File: src/rtl/nbf_pkg.sv
package nbf_pkg;

  localparam int DATA_W = 16;
  localparam logic [7:0] CMD_ARM_PROG = 8'hA0;

  typedef enum logic [2:0] {
    CYC_RESET,
    CYC_STANDBY,
    CYC_OUTDIS,
    CYC_READ,
    CYC_WRITE,
    CYC_NOP
  } cycle_e;

  typedef enum logic {
    TRK_READ,
    TRK_PROG
  } trk_e;

  typedef struct packed {
    logic drive;     // present array data on the lanes
    logic byteMode;  // sampled byte configuration
    logic loadCmd;   // capture address/data into command register
    logic progEn;    // commit command register into the array
  } strobe_t;

  function automatic logic [DATA_W-1:0] nbfInitWord(input int unsigned idx);
    logic [7:0] b;
    b = idx[7:0];
    return {b ^ 8'h3C, b + 8'h81};
  endfunction

endpackage

File: src/rtl/nbf_ctrl.sv
module nbf_ctrl
  import nbf_pkg::*;
(
  input  logic       clk,
  input  logic       porN,
  input  logic       ceN,
  input  logic       oeN,
  input  logic       weN,
  input  logic       rstPinN,
  input  logic       byteN,
  input  logic       wpN,
  input  logic [7:0] cmdCode,
  input  logic       cmdBoot,
  output strobe_t    stb,
  output cycle_e     cycClass,
  output trk_e       trkState
);

  logic sCe, sOe, sWe, sRst, sByte, sWp;
  logic prevWrite;
  logic commit;
  logic blocked;

  // pin sampling
  always_ff @(posedge clk) begin
    if (!porN) begin
      sCe   <= 1'b1;
      sOe   <= 1'b1;
      sWe   <= 1'b1;
      sRst  <= 1'b0;
      sByte <= 1'b1;
      sWp   <= 1'b1;
    end else begin
      sCe   <= ceN;
      sOe   <= oeN;
      sWe   <= weN;
      sRst  <= rstPinN;
      sByte <= byteN;
      sWp   <= wpN;
    end
  end

  // cycle classification
  always_comb begin
    if (!sRst)             cycClass = CYC_RESET;
    else if (sCe)          cycClass = CYC_STANDBY;
    else if (!sOe && !sWe) cycClass = CYC_NOP;
    else if (!sOe)         cycClass = CYC_READ;
    else if (!sWe)         cycClass = CYC_WRITE;
    else                   cycClass = CYC_OUTDIS;
  end

  // remembers that the previous sample was a valid write phase
  always_ff @(posedge clk) begin
    if (!porN) prevWrite <= 1'b0;
    else       prevWrite <= (cycClass == CYC_WRITE);
  end

  assign commit  = prevWrite && sRst && !sCe && sWe;
  assign blocked = !sWp && cmdBoot;

  // command tracker
  always_ff @(posedge clk) begin
    if (!porN || !sRst) begin
      trkState <= TRK_READ;
    end else if (commit) begin
      case (trkState)
        TRK_READ: trkState <= (cmdCode == CMD_ARM_PROG) ? TRK_PROG : TRK_READ;
        default:  trkState <= TRK_READ;
      endcase
    end
  end

  always_comb begin
    stb.drive    = (cycClass == CYC_READ);
    stb.byteMode = !sByte;
    stb.loadCmd  = (cycClass == CYC_WRITE);
    stb.progEn   = commit && (trkState == TRK_PROG) && !blocked;
  end

endmodule

File: src/rtl/nbf_datapath.sv
module nbf_datapath
  import nbf_pkg::*;
#(
  parameter int ADDR_W = 6,
  parameter int SECT_W = 3
) (
  input  logic              clk,
  input  logic              porN,
  input  logic [ADDR_W-1:0] addr,
  input  logic [DATA_W-1:0] dqIn,
  input  strobe_t           stb,
  output logic [7:0]        cmdCode,
  output logic              cmdBoot,
  output logic [DATA_W-1:0] dqOut,
  output logic [DATA_W-1:0] dqOe
);

  localparam int DEPTH = 1 << ADDR_W;
  localparam logic [SECT_W-1:0] LAST_SECT = '1;

  logic [ADDR_W-1:0] sAddr;
  logic [DATA_W-1:0] sDq;

  logic [ADDR_W-1:0] cmdAddr;
  logic [DATA_W-1:0] cmdData;
  logic              cmdByteMode;
  logic              cmdByteSel;

  logic [DATA_W-1:0] mem [DEPTH];
  logic [1:0]        wrMask;
  logic [DATA_W-1:0] wrData;
  logic [SECT_W-1:0] cmdSect;
  logic [DATA_W-1:0] rdWord;

  always_ff @(posedge clk) begin
    if (!porN) begin
      sAddr <= '0;
      sDq   <= '0;
    end else begin
      sAddr <= addr;
      sDq   <= dqIn;
    end
  end

  // command register: not addressable, loaded during write phase
  always_ff @(posedge clk) begin
    if (!porN) begin
      cmdAddr     <= '0;
      cmdData     <= '0;
      cmdByteMode <= 1'b0;
      cmdByteSel  <= 1'b0;
    end else if (stb.loadCmd) begin
      cmdAddr     <= sAddr;
      cmdData     <= sDq;
      cmdByteMode <= stb.byteMode;
      cmdByteSel  <= sDq[DATA_W-1];
    end
  end

  assign cmdCode = cmdData[7:0];
  assign cmdSect = cmdAddr[ADDR_W-1 -: SECT_W];
  assign cmdBoot = (cmdSect == '0) || (cmdSect == LAST_SECT);

  always_comb begin
    if (cmdByteMode) begin
      wrMask = cmdByteSel ? 2'b10 : 2'b01;
      wrData = {cmdData[7:0], cmdData[7:0]};
    end else begin
      wrMask = 2'b11;
      wrData = cmdData;
    end
  end

  // word array, one register row per word, two byte lanes each
  for (genvar w = 0; w < DEPTH; w++) begin : g_word
    for (genvar ln = 0; ln < 2; ln++) begin : g_lane
      localparam logic [DATA_W-1:0] INITW = nbfInitWord(w);
      always_ff @(posedge clk) begin
        if (!porN)
          mem[w][ln*8 +: 8] <= INITW[ln*8 +: 8];
        else if (stb.progEn && wrMask[ln] && (cmdAddr == ADDR_W'(w)))
          mem[w][ln*8 +: 8] <= wrData[ln*8 +: 8];
      end
    end
  end

  assign rdWord = mem[sAddr];

  always_comb begin
    dqOut = '0;
    dqOe  = '0;
    if (stb.drive) begin
      if (stb.byteMode) begin
        dqOut = {8'h00, sDq[DATA_W-1] ? rdWord[15:8] : rdWord[7:0]};
        dqOe  = 16'h00FF;
      end else begin
        dqOut = rdWord;
        dqOe  = '1;
      end
    end
  end

endmodule

File: src/rtl/nor_bus_front.sv
module nor_bus_front
  import nbf_pkg::*;
#(
  parameter int ADDR_W = 6,
  parameter int SECT_W = 3
) (
  input  logic              clk,
  input  logic              porN,
  input  logic              ceN,
  input  logic              oeN,
  input  logic              weN,
  input  logic              rstPinN,
  input  logic              byteN,
  input  logic              wpN,
  input  logic [ADDR_W-1:0] addr,
  input  logic [15:0]       dqIn,
  output logic [15:0]       dqOut,
  output logic [15:0]       dqOe
);

  strobe_t    stb;
  cycle_e     cycClass;
  trk_e       trkState;
  logic [7:0] cmdCode;
  logic       cmdBoot;

  nbf_ctrl u_ctrl (
    .clk      (clk),
    .porN     (porN),
    .ceN      (ceN),
    .oeN      (oeN),
    .weN      (weN),
    .rstPinN  (rstPinN),
    .byteN    (byteN),
    .wpN      (wpN),
    .cmdCode  (cmdCode),
    .cmdBoot  (cmdBoot),
    .stb      (stb),
    .cycClass (cycClass),
    .trkState (trkState)
  );

  nbf_datapath #(
    .ADDR_W (ADDR_W),
    .SECT_W (SECT_W)
  ) u_dp (
    .clk     (clk),
    .porN    (porN),
    .addr    (addr),
    .dqIn    (dqIn),
    .stb     (stb),
    .cmdCode (cmdCode),
    .cmdBoot (cmdBoot),
    .dqOut   (dqOut),
    .dqOe    (dqOe)
  );

endmodule

File: config.mk
export PLATFORM = sky130hd
export DESIGN_NAME = nor_bus_front
export DESIGN_NICKNAME = d
export VERILOG_FILES = /design/src/rtl/nbf_pkg.sv /design/src/rtl/nbf_ctrl.sv /design/src/rtl/nbf_datapath.sv /design/src/rtl/nor_bus_front.sv
export SDC_FILE = /design/constraint.sdc
export NUM_CORES = 2
export LEC_CHECK = 0
export BUFFER_PORTS_ARGS = -buffer_cell sky130_fd_sc_hd__buf_2
export CORE_MARGIN = 10
export CORE_UTILIZATION = 41
export DETAILED_ROUTE_END_ITERATION = 12
export PLACE_DENSITY = 0.65
export SLEW_MARGIN = 0
export SYNTH_ARGS = -nofsm -noshare
export SYNTH_HDL_FRONTEND = slang
export SYNTH_HIERARCHICAL = 1
export SYNTH_SLANG_ARGS = --single-unit
export TNS_END_PERCENT = 100
File: constraint.sdc
create_clock -name clk -period 4.7 [get_ports clk]
set_clock_uncertainty 0.15 [all_clocks]
set_input_delay 0.47 -clock clk [delete_from_list [all_inputs] [get_ports clk]]
set_output_delay 0.47 -clock clk [all_outputs]
set_load 0.05 [all_outputs]
# Yosys cells after proc, flatten, opt, wreduce, memory -nomap -nowiden
# Memory sizes are Yosys's and may differ from the RTL's. A register that Yosys moved wholly into a read port is not among the register bits.
# Cells that the tools add are included.
[word_totals]
output_inout_bits = 32
n_memories = 1
reg_bits = 54
latch_bits = 0
word_cells = 888
input_bits = 30
rom_bits = 0
mem_bits_rw = 1024
[op_classes]
mux = 529
n_bitwise = 128
n_addsub = 0
n_lt_le_gt_ge = 0
n_shift = 0
multipliers = 0
reduce_logical = 149
div_mod_pow = 0
n_eq_ne = 67
[memory_table]
columns = ["name", "words", "word_bits", "rd", "rd_ports_with_merged_regs", "wr", "line_no", "text"]
rows = [
  ["u_dp.mem", 64, 16, 1, 1, 64, "nbf_datapath.sv:29", "logic [DATA_W-1:0] mem [DEPTH];"],
]
[op_table]
columns = ["cell", "count"]
rows = [
  ["$mux 8", 129],
  ["$mux 1", 387],
  ["$eq 6x6->1 const B", 32],
  ["$logic_and 1x1->1", 137],
  ["$or 1x1->1", 128],
  ["$eq 6x5->1 const B", 16],
  ["$mux 16", 5],
  ["$eq 6x4->1 const B", 8],
  ["$eq 6x3->1 const B", 4],
  ["$mux 3", 5],
  ["$eq 6x2->1 const B", 2],
  ["$eq 8x8->1 const B", 1],
  ["$logic_not 1->1", 8],
  ["$eq 3x3->1 const B", 2],
  ["$eq 6x1->1 const B", 1],
  ["$logic_not 6->1", 1],
  ["$mux 6", 1],
  ["$mux 2", 2],
  ["$eq 3x2->1 const B", 1],
  ["$logic_not 3->1", 1],
  ["$logic_or 1x1->1", 2],
]

# Longest topological paths before layout
[logic_depth]
ltp_word = 11
ltp_mapped = 12
depth_no_buf = 10

# Cells and area by module
# Netlist, hierarchy kept.
[modules_own_cells]
columns = ["module", "n_inst", "seq_area_each_um2", "area_per_inst_um2", "cells_per_inst"]
rows = [
  ["nbf_datapath", 1, 31650.4, 48565.3, 3445],
  ["nbf_ctrl", 1, 160.2, 305.3, 32],
]

# Least setup slack after synthesis
# No wires, ideal clock.
[synth_timing]
kind = "register to output"
from = "reg u_dp/sAddr[4] (netlist name)"
to = "out dqOut[10]"
path_buffers = 3
arrival_time_ns = 2.849
path_stages_with_launch = 7
path_slack_ns = 1.231
cell_sequence = "dfxtp_1 -> clkbuf_1 -> clkbuf_1 -> clkbuf_1 -> mux4_2 -> mux2i_1 -> a211oi_1"
[synth_rtl]
columns = ["item", "line_no", "text"]
rows = [
  ["end, declared", "nor_bus_front.sv:17", "output logic [15:0] dqOut,"],
]

==> metrics <==
antenna viol nets, final=0; Hold Path Depth=2; total number of vias=31200; initial drt markers=4503; vias in the first global route=30900; RSZ-0062 raised after global routing=false; Net Switching=0.00432 W; die area=0.133 sq mm; GRT overflow=0; CP required=4080 ps; global-route wire length before repair=212000 um; DRC viols=0; switching portion of total power=21.3%; Skew-Pair Late Insertion Delay=690 ps; mean post-synth cell area=14.1 sq um; Int Power=0.0160 W; CTS Buf Count=103; VDD IR-drop max=0.000314 V; Worst Path Arrival=4100 ps; I/O pins=62; max frequency=212 MHz; Clock Pin Slew Worst Setup and Hold Paths=60 ps; Total GRT Usage=21.4%; Clock Tree Root=clkbuf_16; Tmin final=4720 ps; vias per inst=6.07; RD Place Congestion=0.908; die height=365 um; Min-Delay Path Class=primary input to flop; crit end category=output port; largest net degree at the start of global routing=114; Layout area overhead=13.4%; max-cap check violation count=0; worst r2r dst=u_dp/mem[63][6]$_SDFFCE_PN1P_; total core area=0.118 sq mm; share of layout cells above drive strength 1=21.8%; Yosys warnings=6; Final setup viols=1; Synth Instances=3476; PwrDens=367 mW/mm^2; Flop pwr share=52.8%; fin crit share=100%; number of I/O port buffers=61; initial core utilization=41.3%; Worst-Margin Slew=1290 ps; Syn Std Cell Area=0.0489 sq mm; HPWL Detailed=88700 um; CP Class=flop to output port; end of the worst hold path=u_dp/sAddr[4]$_SDFF_PN0_; routed wire length=144000 um; Finished Core Util=46.9%; Logic pwr share=5.3%; leakage power=17.0 nW; worst reg2reg path startpoint=u_dp/cmdAddr[3]$_SDFFE_PN0P_; CTS sink cnt=1077; final worst slack=-15.2 ps; drt first pass iters=6; Clk pwr share=41.9%; chip width=365 um; flop-to-flop setup slack=840 ps; Rows=126; Clock Tree Buf Depth=3; failing checks=negative setup slack; Final Hold Vio Count=0; overall power=0.0203 W; initial antenna violation count=7; Worst setup SP type=flop; result of the run=finished with violations; Reg2Reg Depth=10; H-tree depth=3; drt wl/cell=28.0 um; critical hold path startpoint=porN; CTS tree=yes; crit path max fanout=14; Slew HR=13.7%; Slew Limit Fails=0; WHS=182 ps; Mapped Nets=3506; # nets final=3547
state kept, by name, indices dropped and copies added (netlist names), 6 cells and up:
signal        count
u_dp/cmdAddr      6
u_dp/sAddr        6
u_dp/mem       1024
u_dp/sDq         16
u_dp/cmdData     16
cells in the final DEF, fill, tap and decap left out, types with 35 or more instances in the layout:
cell and instances:
edfxtp_1 1024, nor2_1 382, nand2_1 280, or3_1 258, and3_1 257, mux4_2 248, buf_4 221, o21ai_0 152
clkbuf_16 108, mux2i_1 108, buf_2 59, nand3_1 50, dfxtp_1 40, nor2b_1 35
metal layers:
layer  up-vias  GRT usage (%)  routed length, um
li1      13200              -                  -
met3       275           3.63              14500
met2      1781           34.0              68000
met1     15900           29.4              55700
met5         -              0                 13
met4         2           8.26               5670
area by class of cell:
cell class / count / area, sq um
fillers: 10100 / 62800
flip-flops and latches: 1077 / 31800
multi-input cells: 2006 / 15600
clock buffers: 119 / 2720
repair buffers: 324 / 2570
well taps: 1536 / 1920
clock inverters: 69 / 699
inverters: 5 / 18.8
diodes: 2 / 5.00
critical path, stage by stage (launching register included):
cell and delay (ps):
dfxtp_4 420, buf_4 160, buf_12 160, mux4_2 540
mux4_2 500, mux2_2 340, a222oi_1 620, o21ai_1 350
buf_2 320
what timing repair did:
item / in CTS / in global routing
setup endpoints to repair: 9 / 5
hold buffers: 28 / 0
resized for setup: 5 / 7
setup buffers: 5 / 0
pin swaps: 3 / 2
endpoints found under the hold margin: 28 / 0
gates cloned: 0 / 1
how the worst max path moves through the flow:
stage / cells after the start / slack [ps] / start / endpoint
finish: 8 / -20 / u_dp/sAddr[0]$_SDFF_PN0_ / dqOut[1]
global route: 8 / 0.8 / u_dp/sAddr[0]$_SDFF_PN0_ / dqOut[7]
CTS: 10 / 3 / u_dp/sAddr[0]$_SDFF_PN0_ / dqOut[5]
detailed placement: 7 / 570 / u_dp/sAddr[0]$_SDFF_PN0_ / dqOut[2]
global placement: 9 / 540 / u_dp/sAddr[0]$_SDFF_PN0_ / dqOut[2]
floorplan: 6 / 1230 / u_dp/sAddr[4]$_SDFF_PN0_ / dqOut[10]
power groups by stage:
| stage | Combinational, W | Clock [W] | Sequential [W] |
|---|---|---|---|
| finish | 0.00108 | 0.00851 | 0.0107 |
| global route | 0.00113 | 0.00898 | 0.0107 |
| CTS | 0.00106 | 0.00860 | 0.0107 |
| detailed placement | 0.00103 | 0 | 0.0109 |
| global placement | 0.00102 | 0 | 0.0109 |
| floorplan | 0.000667 | 0 | 0.0109 |
stage by stage:
step | cell area, sq um | worst slack, ps | TNS [ps] | instances
after floorplan | 48900 | 1230 | 0 | 3476
after global placement | 51600 | 544 | 0 | 4914
after detailed placement | 51600 | 575 | 0 | 4914
after CTS | 55300 | 3.33 | 0 | 5135
after global routing | 55400 | 0.769 | 0 | 5136
final | 55400 | -15.2 | -15.2 | 5138
(Power assumes the default switching activity.)
